### config.mk
export PLATFORM = sky130hd
export DESIGN_NAME = cond_block_tracker
export DESIGN_NICKNAME = d
export VERILOG_FILES = /design/src/rtl/itb_pkg.sv /design/src/rtl/itb_open_enc.sv /design/src/rtl/itb_field_map.sv /design/src/rtl/itb_state_seq.sv /design/src/rtl/cond_block_tracker.sv
export SDC_FILE = /design/constraint.sdc
export NUM_CORES = 1
export LEC_CHECK = 0
export BUFFER_PORTS_ARGS = -buffer_cell sky130_fd_sc_hd__buf_2
export CORE_MARGIN = 2
export CORE_UTILIZATION = 30
export CTS_CLUSTER_SIZE = 24
export DETAILED_ROUTE_END_ITERATION = 12
export PLACE_DENSITY = 0.78
export SETUP_SLACK_MARGIN = 0.5
export SYNTH_ARGS = -nofsm -noshare
export SYNTH_HDL_FRONTEND = slang
export SYNTH_SLANG_ARGS = --single-unit
### constraint.sdc
create_clock -name clk -period 1.2 [get_ports clk]
set_input_delay 0.18 -clock clk [delete_from_list [all_inputs] [get_ports clk]]
set_output_delay 0.18 -clock clk [all_outputs]
set_load 0.02 [all_outputs]
### src/rtl/itb_pkg.sv
// Package: itb_pkg
// Shared widths and the update-source type used by the conditional block
// tracker. Assumes a 4-bit condition code and a 4-bit then/else mask.
package itb_pkg;
    localparam int ITB_COND_W = 4;
    localparam int ITB_MASK_W = 4;
    localparam int ITB_ST_W   = ITB_COND_W + ITB_MASK_W;

    // Which request updates the state register in a cycle
    typedef enum logic [1:0] {
        UPD_HOLD    = 2'd0,
        UPD_RESTORE = 2'd1,
        UPD_OPEN    = 2'd2,
        UPD_ADVANCE = 2'd3
    } upd_src_e;
endpackage

### src/rtl/itb_open_enc.sv
// Module: itb_open_enc
// Forms the initial run state from the decoded base condition and mask.
// Assumes a mask of all zeros means "no run" (the request is dropped).
module itb_open_enc #(
    parameter int COND_W = 4,
    parameter int MASK_W = 4,
    localparam int ST_W  = COND_W + MASK_W
) (
    input  logic [COND_W-1:0] cond_in,
    input  logic [MASK_W-1:0] mask_in,
    output logic              usable,
    output logic [ST_W-1:0]   state_out
);
    // Purpose: accept only masks that mark at least one slot, pack the state
    always_comb begin
        usable    = |mask_in;
        state_out = {cond_in, mask_in};
    end
endmodule

### src/rtl/itb_field_map.sv
// Module: itb_field_map
// Moves the 8-bit run state to and from two separate fields of a status word.
// The low LO_N state bits sit at LO_LSB and the rest sit at HI_LSB.
// Assumes the two fields do not overlap and fit in the word.
module itb_field_map #(
    parameter int ST_W   = 8,
    parameter int WORD_W = 32,
    parameter int LO_N   = 2,
    parameter int LO_LSB = 25,
    parameter int HI_LSB = 10,
    localparam int HI_N  = ST_W - LO_N
) (
    input  logic [ST_W-1:0]   state_in,
    output logic [WORD_W-1:0] word_out,
    input  logic [WORD_W-1:0] word_in,
    output logic [ST_W-1:0]   state_out
);
    // Purpose: scatter state bits into their word positions, zero elsewhere
    always_comb begin
        word_out = '0;
        for (int i = 0; i < LO_N; i++) word_out[LO_LSB+i] = state_in[i];
        for (int j = 0; j < HI_N; j++) word_out[HI_LSB+j] = state_in[LO_N+j];
    end

    // Purpose: gather state bits from their word positions
    always_comb begin
        state_out = '0;
        for (int i = 0; i < LO_N; i++) state_out[i] = word_in[LO_LSB+i];
        for (int j = 0; j < HI_N; j++) state_out[LO_N+j] = word_in[HI_LSB+j];
    end
endmodule

### src/rtl/itb_state_seq.sv
// Module: itb_state_seq
// Holds the run state and steps it. Priority is restore, then open, then
// retire. Stepping shifts the condition-LSB-and-mask tail left by one and
// clears the whole state when the last slot retires. Assumes the open
// request has already been qualified by the encoder.
module itb_state_seq
    import itb_pkg::*;
#(
    parameter int COND_W = 4,
    parameter int MASK_W = 4,
    localparam int ST_W  = COND_W + MASK_W
) (
    input  logic            clk,
    input  logic            rst_n,
    input  logic            restore_req,
    input  logic [ST_W-1:0] restore_st,
    input  logic            open_req,
    input  logic [ST_W-1:0] open_st,
    input  logic            retire,
    output logic [ST_W-1:0] state
);
    upd_src_e        src;
    logic [ST_W-1:0] state_nx;
    logic            active;
    logic            last_slot;

    // Purpose: decode activity and whether the current slot is the final one
    always_comb begin
        active    = |state[MASK_W-1:0];
        last_slot = (state[MASK_W-2:0] == '0);
    end

    // Purpose: pick the single request that updates the state this cycle
    always_comb begin
        if (restore_req)          src = UPD_RESTORE;
        else if (open_req)        src = UPD_OPEN;
        else if (retire && active) src = UPD_ADVANCE;
        else                      src = UPD_HOLD;
    end

    // Purpose: compute the next state for the chosen source
    always_comb begin
        unique case (src)
            UPD_RESTORE: state_nx = (|restore_st[MASK_W-1:0]) ? restore_st : '0;
            UPD_OPEN:    state_nx = open_st;
            UPD_ADVANCE: state_nx = last_slot ? '0
                                  : {state[ST_W-1:MASK_W+1], state[MASK_W-1:0], 1'b0};
            default:     state_nx = state;
        endcase
    end

    // Purpose: state register with synchronous active-low reset
    always_ff @(posedge clk) begin
        if (!rst_n) state <= '0;
        else        state <= state_nx;
    end
endmodule

### src/rtl/cond_block_tracker.sv
// Module: cond_block_tracker
// Top level of the conditional block tracker. Opens a run from decoded
// condition and mask, steps it per retired instruction, shows the current
// condition, and saves or restores the state through a status word.
// Assumes at most one retire per cycle.
module cond_block_tracker #(
    parameter int COND_W = 4,
    parameter int MASK_W = 4,
    parameter int WORD_W = 32,
    parameter int LO_N   = 2,
    parameter int LO_LSB = 25,
    parameter int HI_LSB = 10,
    localparam int ST_W  = COND_W + MASK_W
) (
    input  logic              clk,
    input  logic              rst_n,
    input  logic              open_vld,
    input  logic [COND_W-1:0] open_cond,
    input  logic [MASK_W-1:0] open_mask,
    input  logic              retire,
    input  logic              restore_vld,
    input  logic [WORD_W-1:0] restore_word,
    output logic [COND_W-1:0] cond_out,
    output logic              in_block,
    output logic [WORD_W-1:0] save_word
);
    logic            open_ok;
    logic [ST_W-1:0] open_st;
    logic [ST_W-1:0] rest_st;
    logic [ST_W-1:0] state;

    itb_open_enc #(.COND_W(COND_W), .MASK_W(MASK_W)) u_enc (
        .cond_in   (open_cond),
        .mask_in   (open_mask),
        .usable    (open_ok),
        .state_out (open_st)
    );

    itb_field_map #(
        .ST_W(ST_W), .WORD_W(WORD_W), .LO_N(LO_N),
        .LO_LSB(LO_LSB), .HI_LSB(HI_LSB)
    ) u_map (
        .state_in  (state),
        .word_out  (save_word),
        .word_in   (restore_word),
        .state_out (rest_st)
    );

    itb_state_seq #(.COND_W(COND_W), .MASK_W(MASK_W)) u_seq (
        .clk         (clk),
        .rst_n       (rst_n),
        .restore_req (restore_vld),
        .restore_st  (rest_st),
        .open_req    (open_vld && open_ok),
        .open_st     (open_st),
        .retire      (retire),
        .state       (state)
    );

    // Purpose: present the current condition and run-active flag
    always_comb begin
        cond_out = state[ST_W-1:MASK_W];
        in_block = |state[MASK_W-1:0];
    end
endmodule

* After elaboration in Yosys (flattened, before gate mapping)
Index checks and enable logic that the tools add are counted.
** Operators by class
- Muxes and demuxes :: 6
- Eq/ne operators :: 4
- Reduce and logical (&&, ||, !) cells :: 8
** Operators with widths (count)
- case mux 8 bit (3 select lines) :: 1
- 2-to-1 mux 8 bit :: 2
- OR reduction 4 bit :: 3
- 2-to-1 mux 2 bit :: 3
- == test 2 bit (second input constant) :: 2
- zero test 3 bit :: 1
- nonzero test 3 bit :: 1
- == test 2 x 1 -> 1 bit (second input constant) :: 1
- logical AND 1 bit :: 2
- inequality test 2 x 1 -> 1 bit (second input constant) :: 1
- AND reduction 2 bit :: 1
** Storage, ports and cells
- Output and inout bits :: 37
- Register bits after elaboration :: 8
- Input bits :: 45

* Logic depth before layout (Yosys ltp)
- Depth in word-level cells :: 8
- Gate-level depth with buffers :: 5
- Depth with buffers taken out :: 4

* Modules after synthesis
Synthesis repeated with hierarchy kept, for this count alone.
** Second synthesis, totals
- Cells, all modules :: 114
- Area, all modules :: 925.9 µm²
** Modules (own cells, without submodules)
- itb_state_seq :: area an instance 540.5 µm², seq. area each 160.2 µm², cells an instance 62, instances 1
- itb_field_map :: area an instance 304.0 µm², seq. area each 0.0 µm², cells an instance 41, instances 1
- itb_open_enc :: area an instance 67.6 µm², seq. area each 0.0 µm², cells an instance 9, instances 1
- cond_block_tracker :: area an instance 13.8 µm², seq. area each 0.0 µm², cells an instance 2, instances 1

* Worst setup path before layout
Ideal clock, no wire load.
- Path type :: register to register
- From :: register u_seq.state[0]
- To :: register u_seq.state[5]
- Path buffers :: 0
- Required time :: 1.130 ns
- Period minus slack after synthesis :: 1.294 ns
- Stages on the path, launching flop included :: 5
- Arrival :: 1.225 ns
- Setup time :: 0.070 ns
- Setup slack :: -0.094 ns
- Cells stage by stage :: dfxtp_1 -> o41ai_2 -> a21o_4 -> nand3_1 -> a21oi_1
** On the way
- Cells in the longest elaborated chain, start to end :: 8
- Elaborated cells on any way between the ends :: 13
- Classes of those cells :: eq/ne (4); mux (4); reduce/logical (5)
** Ends and longest elaborated chain
- start, declared :: RTL line itb_state_seq.sv:20 : output logic [ST_W-1:0] state
- start signal, assigned :: RTL line itb_state_seq.sv:55 : else state <= state_nx;
- OR reduction 4 bit :: RTL line itb_state_seq.sv:29 : active = |state[MASK_W-1:0];
- logical AND 1 bit :: RTL line itb_state_seq.sv:37 : else if (retire && active) src = UPD_ADVANCE;
- 2-to-1 mux 2 bit :: RTL line itb_state_seq.sv:37
- 2-to-1 mux 2 bit :: RTL line itb_state_seq.sv:36 : else if (open_req) src = UPD_OPEN;
- 2-to-1 mux 2 bit :: RTL line itb_state_seq.sv:35 : if (restore_req) src = UPD_RESTORE;
- == test 2 bit or == test 2 x 1 -> 1 bit (tied branches) :: RTL line itb_state_seq.sv:43 : unique case (src)
- inequality test 2 x 1 -> 1 bit (no source line) or nonzero test 3 bit (tied branches)
- AND reduction 2 bit (no source line)
Parallel ways exist; a longest one is shown, timed or not.
A chain may end at the register's enable or synchronous reset.

* Final worst setup path
- From :: register u_seq.state[3]
- To :: register u_seq.state[3]
** On the way
- Cells in the longest elaborated chain, start to end :: 7
- Elaborated cells on any way between the ends :: 10
- Classes of those cells :: eq/ne (3); mux (4); reduce/logical (3)
** Ends and longest elaborated chain (RTL line)
- OR reduction 4 bit * :: itb_state_seq.sv:29
- logical AND 1 bit * :: itb_state_seq.sv:37
- 2-to-1 mux 2 bit * :: itb_state_seq.sv:37
- 2-to-1 mux 2 bit * :: itb_state_seq.sv:36
- 2-to-1 mux 2 bit * :: itb_state_seq.sv:35
- == test 2 bit or == test 2 x 1 -> 1 bit (tied branches) :: itb_state_seq.sv:43
- case mux 8 bit (3 select lines) or nonzero test 3 bit (tied branches)
Every way passes the cells marked *; elsewhere a longest branch is shown, timed or not.

==> flow_metrics.tcl <==
set metrics [dict create \
    status "complete, but fails checks" \
    violations_in_the_final_reports "setup timing" \
    detail_route.vias_per_cell 4.593 \
    row_count 17 \
    tritoncts_num_sinks 8 \
    clkPwrFrac 0.210 \
    clock_tree.buffer_depth 2 \
    crit_type "reg -> reg" \
    cp_slowest_cell "sky130_fd_sc_hd__o41ai_4" \
    top_register "u_seq.state" \
    floorplan.initialDensity 0.3238 \
    cts_tree "yes" \
    min_path_cells 3 \
    synth_seq_cells 8 \
    drive_above_1_share 0.6042 \
    clk_pin_slew_ns 0.06 \
    yosysWarnings 0 \
    clock_tree.root_cell "sky130_fd_sc_hd__clkbuf_4" \
    power.sequential.fraction 0.299 \
    wire_length_of_the_first_global_routing_pass_um 3015 \
    final.period_utilization 1.174 \
    yosysUniqueCellTypes 28 \
    pin_count 82 \
    flip_flop_count_of_the_largest_register_all_copies_and_words_added 8 \
    nature_of_the_critical_path_startpoint "flip-flop" \
    postSynthAreaPerCell_um2 7.924 \
    final_net_count 191 \
    cap_viol_max_count 0 \
    worst_path_largest_cell_delay_ns 0.44 \
    power.density_nw_per_um2 862.0 \
    worst_slack_ns -0.2090 \
    global_route.overflow_total 0 \
    timing_hold_violations_final 0 \
    number_of_nets_with_antenna_violations_after_detailed_routing 0 \
    floorplan.die.width_um 53.57 \
    syn2layout_area_growth_pct 68.76 \
    io_buffer_count 33 \
    r2r_cells 5 \
    fin_total_pwr_mw 1.072 \
    grt_util_all_layers 0.1499 \
    grt_start_max_net_pins 14 \
    insertion_delay_ns 0.27 \
    vias 790 \
    cp_data_arrival_time_ns 1.56 \
    cp-end-kind "flip-flop" \
    drt_iter0_drc 17 \
    synth_sequential_area_ratio 0.2173 \
    min-delay-path-class "in -> reg" \
    grt_antenna_before_repair 0 \
    setup_tns_ns -0.6581 \
    irDropWorstVdd_mv 0.4204 \
    synth_cells 93 \
    detailed_place_hpwl_um 1400 \
    rsz0062_at_grt "true" \
    chipHeight_um 53.57 \
    syn_area_um2 737.0 \
    fp.dieArea_um2 2869 \
    level_count_of_the_clock_h_tree 1 \
    drt-wirelength-per-cell_um 13.37 \
    crit_fanout 4 \
    drt_first_pass_iters 4 \
    routabilityCongestion 0.6862 \
    data_required_time_of_the_critical_path_ns 1.35 \
    sw_frac_of_total 0.3884 \
    achievable-frequency_ghz 0.7097 \
    p_int_mw 0.6557 \
    total_switching_power_mw 0.4164 \
    setup_viol 7 \
    design.core.area_um2 2276 \
    crit_path_cell_trace "o41ai_4, buf_4, nand2b_1, o21ai_1, a31oi_1" \
    final_period_minus_worst_setup_slack_ns 1.409 \
    wirelength_um 2299 \
    grt_pass1_vias 710 \
    static-leakage-power_nw 0.5939 \
    regs_by_ff_count "u_seq.state: 8 flops" \
    antennaDiodeCount 0 \
    worst_clock_skew_ns 0.002850 \
    timing.final.max_slew_violations 0 \
    power.share.combinational 0.491 \
    drc 0 \
    cts_inserted_buffers 3 \
]
## through the flow
step           utilization  hold WS (ns)  setup slack [ns]  cells  area (um2)
4_1_cts             0.4909        0.1676           -0.1298    165        1117
5_1_grt             0.5465        0.1695           -0.2320    172        1244
6_report            0.5465        0.1566           -0.2090    172        1244
2_1_floorplan            -        0.3248           0.02848    116       845.8
3_5_place_dp        0.3947        0.4330           -0.1567    156       898.4
3_3_place_gp        0.3947        0.4366           -0.1209    156       898.4
## power by group through the flow
stage / Combinational [mW] / Sequential, mW / Clock, mW
finish: 0.526 / 0.321 / 0.226
global route: 0.558 / 0.323 / 0.230
floorplan: 0.266 / 0.343 / 0
global placement: 0.342 / 0.316 / 0
CTS: 0.443 / 0.321 / 0.219
detailed placement: 0.348 / 0.318 / 0
## cells by family (layout without fill, tap and decap cells)
group / after synthesis / after routing / synth area share
buffers and inverters: 32 / 60 / 0.3056
other: 1 / 24 / 0.005088
DFF: 8 / 8 / 0.2173
muxes: 2 / 2 / 0.02717
and+or+nand+nor: 25 / 25 / 0.1851
AOI/OAI and AO/OA: 25 / 25 / 0.2598
## cells in the mapped netlist, drive strengths merged
master  instances  area [um2]
mux2i           2       20.02
o211ai          1       7.510
inv             1       3.750
nor3            2       10.01
and3            2       12.51
nand2b          4       27.53
conb            1       3.750
a31oi           2       12.51
clkbuf          2       7.510
o31ai           3       22.52
o41ai           2       43.80
buf            29       214.0
a21oi           6       30.03
dfxtp           8       160.2
nand2           6       22.52
a21o            1       15.01
o21ai           8       40.04
nand3           5       25.02
nand3b          1       7.510
nor2b           1       6.260
or4             1       11.26
o41a            1       11.26
nor2            3       13.77
a41oi           1       8.760
## worst max-delay path: cells and delay by family (launching register included)
family                 cells  cell delay [ns]
AO/OA/AOI/OAI              3             0.67
flip-flops                 1             0.36
buffers and inverters      1             0.19
AND/OR/NAND/NOR            1             0.07
## routing by layer
layer | track usage | part of all wire | up-vias
met5 | 0 | 0 | -
met4 | 0.1111 | 0.017 | 0
met3 | 0.04722 | 0.062 | 4
met2 | 0.2366 | 0.55 | 46
met1 | 0.1686 | 0.37 | 356
li1 | - | - | 384
## final timing paths
path                    endpoint              from  slack [ns]
hold / removal    u_seq.state[2]  restore_word[10]        0.16
hold reg to reg   u_seq.state[5]    u_seq.state[5]        0.57
setup reg to reg  u_seq.state[3]    u_seq.state[3]       -0.21
setup / recovery  u_seq.state[3]    u_seq.state[3]       -0.21
## timing repair
item,4_1_cts,5_1_grt
setup endpoints to repair,21,21
gates resized for setup,49,15
pin swaps,15,10
hold buffers,0,0
buffers inserted,6,7
## area by class of cell
class | count | area, um2
Clock buffer | 3 | 22.52
Fill cell | 211 | 1032
Inverter | 1 | 3.754
Multi-Input combinational cell | 76 | 524.3
Sequential cell | 8 | 187.7
Tap cell | 28 | 35.03
Timing Repair Buffer | 56 | 470.5
## cells in the final DEF (no fill, tap or decap), types with 2 or more instances in the layout
cell type / n
sky130_fd_sc_hd__o21ai_1: 5
sky130_fd_sc_hd__buf_2: 18
sky130_fd_sc_hd__buf_4: 16
sky130_fd_sc_hd__a21oi_2: 3
sky130_fd_sc_hd__nor2_1: 2
sky130_fd_sc_hd__o31ai_2: 3
sky130_fd_sc_hd__a31oi_1: 2
sky130_fd_sc_hd__conb_1: 24
sky130_fd_sc_hd__dfxtp_4: 7
sky130_fd_sc_hd__a21oi_1: 3
sky130_fd_sc_hd__o41ai_4: 2
sky130_fd_sc_hd__nand3_1: 2
sky130_fd_sc_hd__nand2_1: 5
sky130_fd_sc_hd__buf_6: 20
sky130_fd_sc_hd__nand3_2: 3
sky130_fd_sc_hd__clkbuf_4: 3
sky130_fd_sc_hd__mux2i_1: 2
sky130_fd_sc_hd__nand2b_1: 2
sky130_fd_sc_hd__o21ai_0: 3
Power figures use the tool's default switching activity.
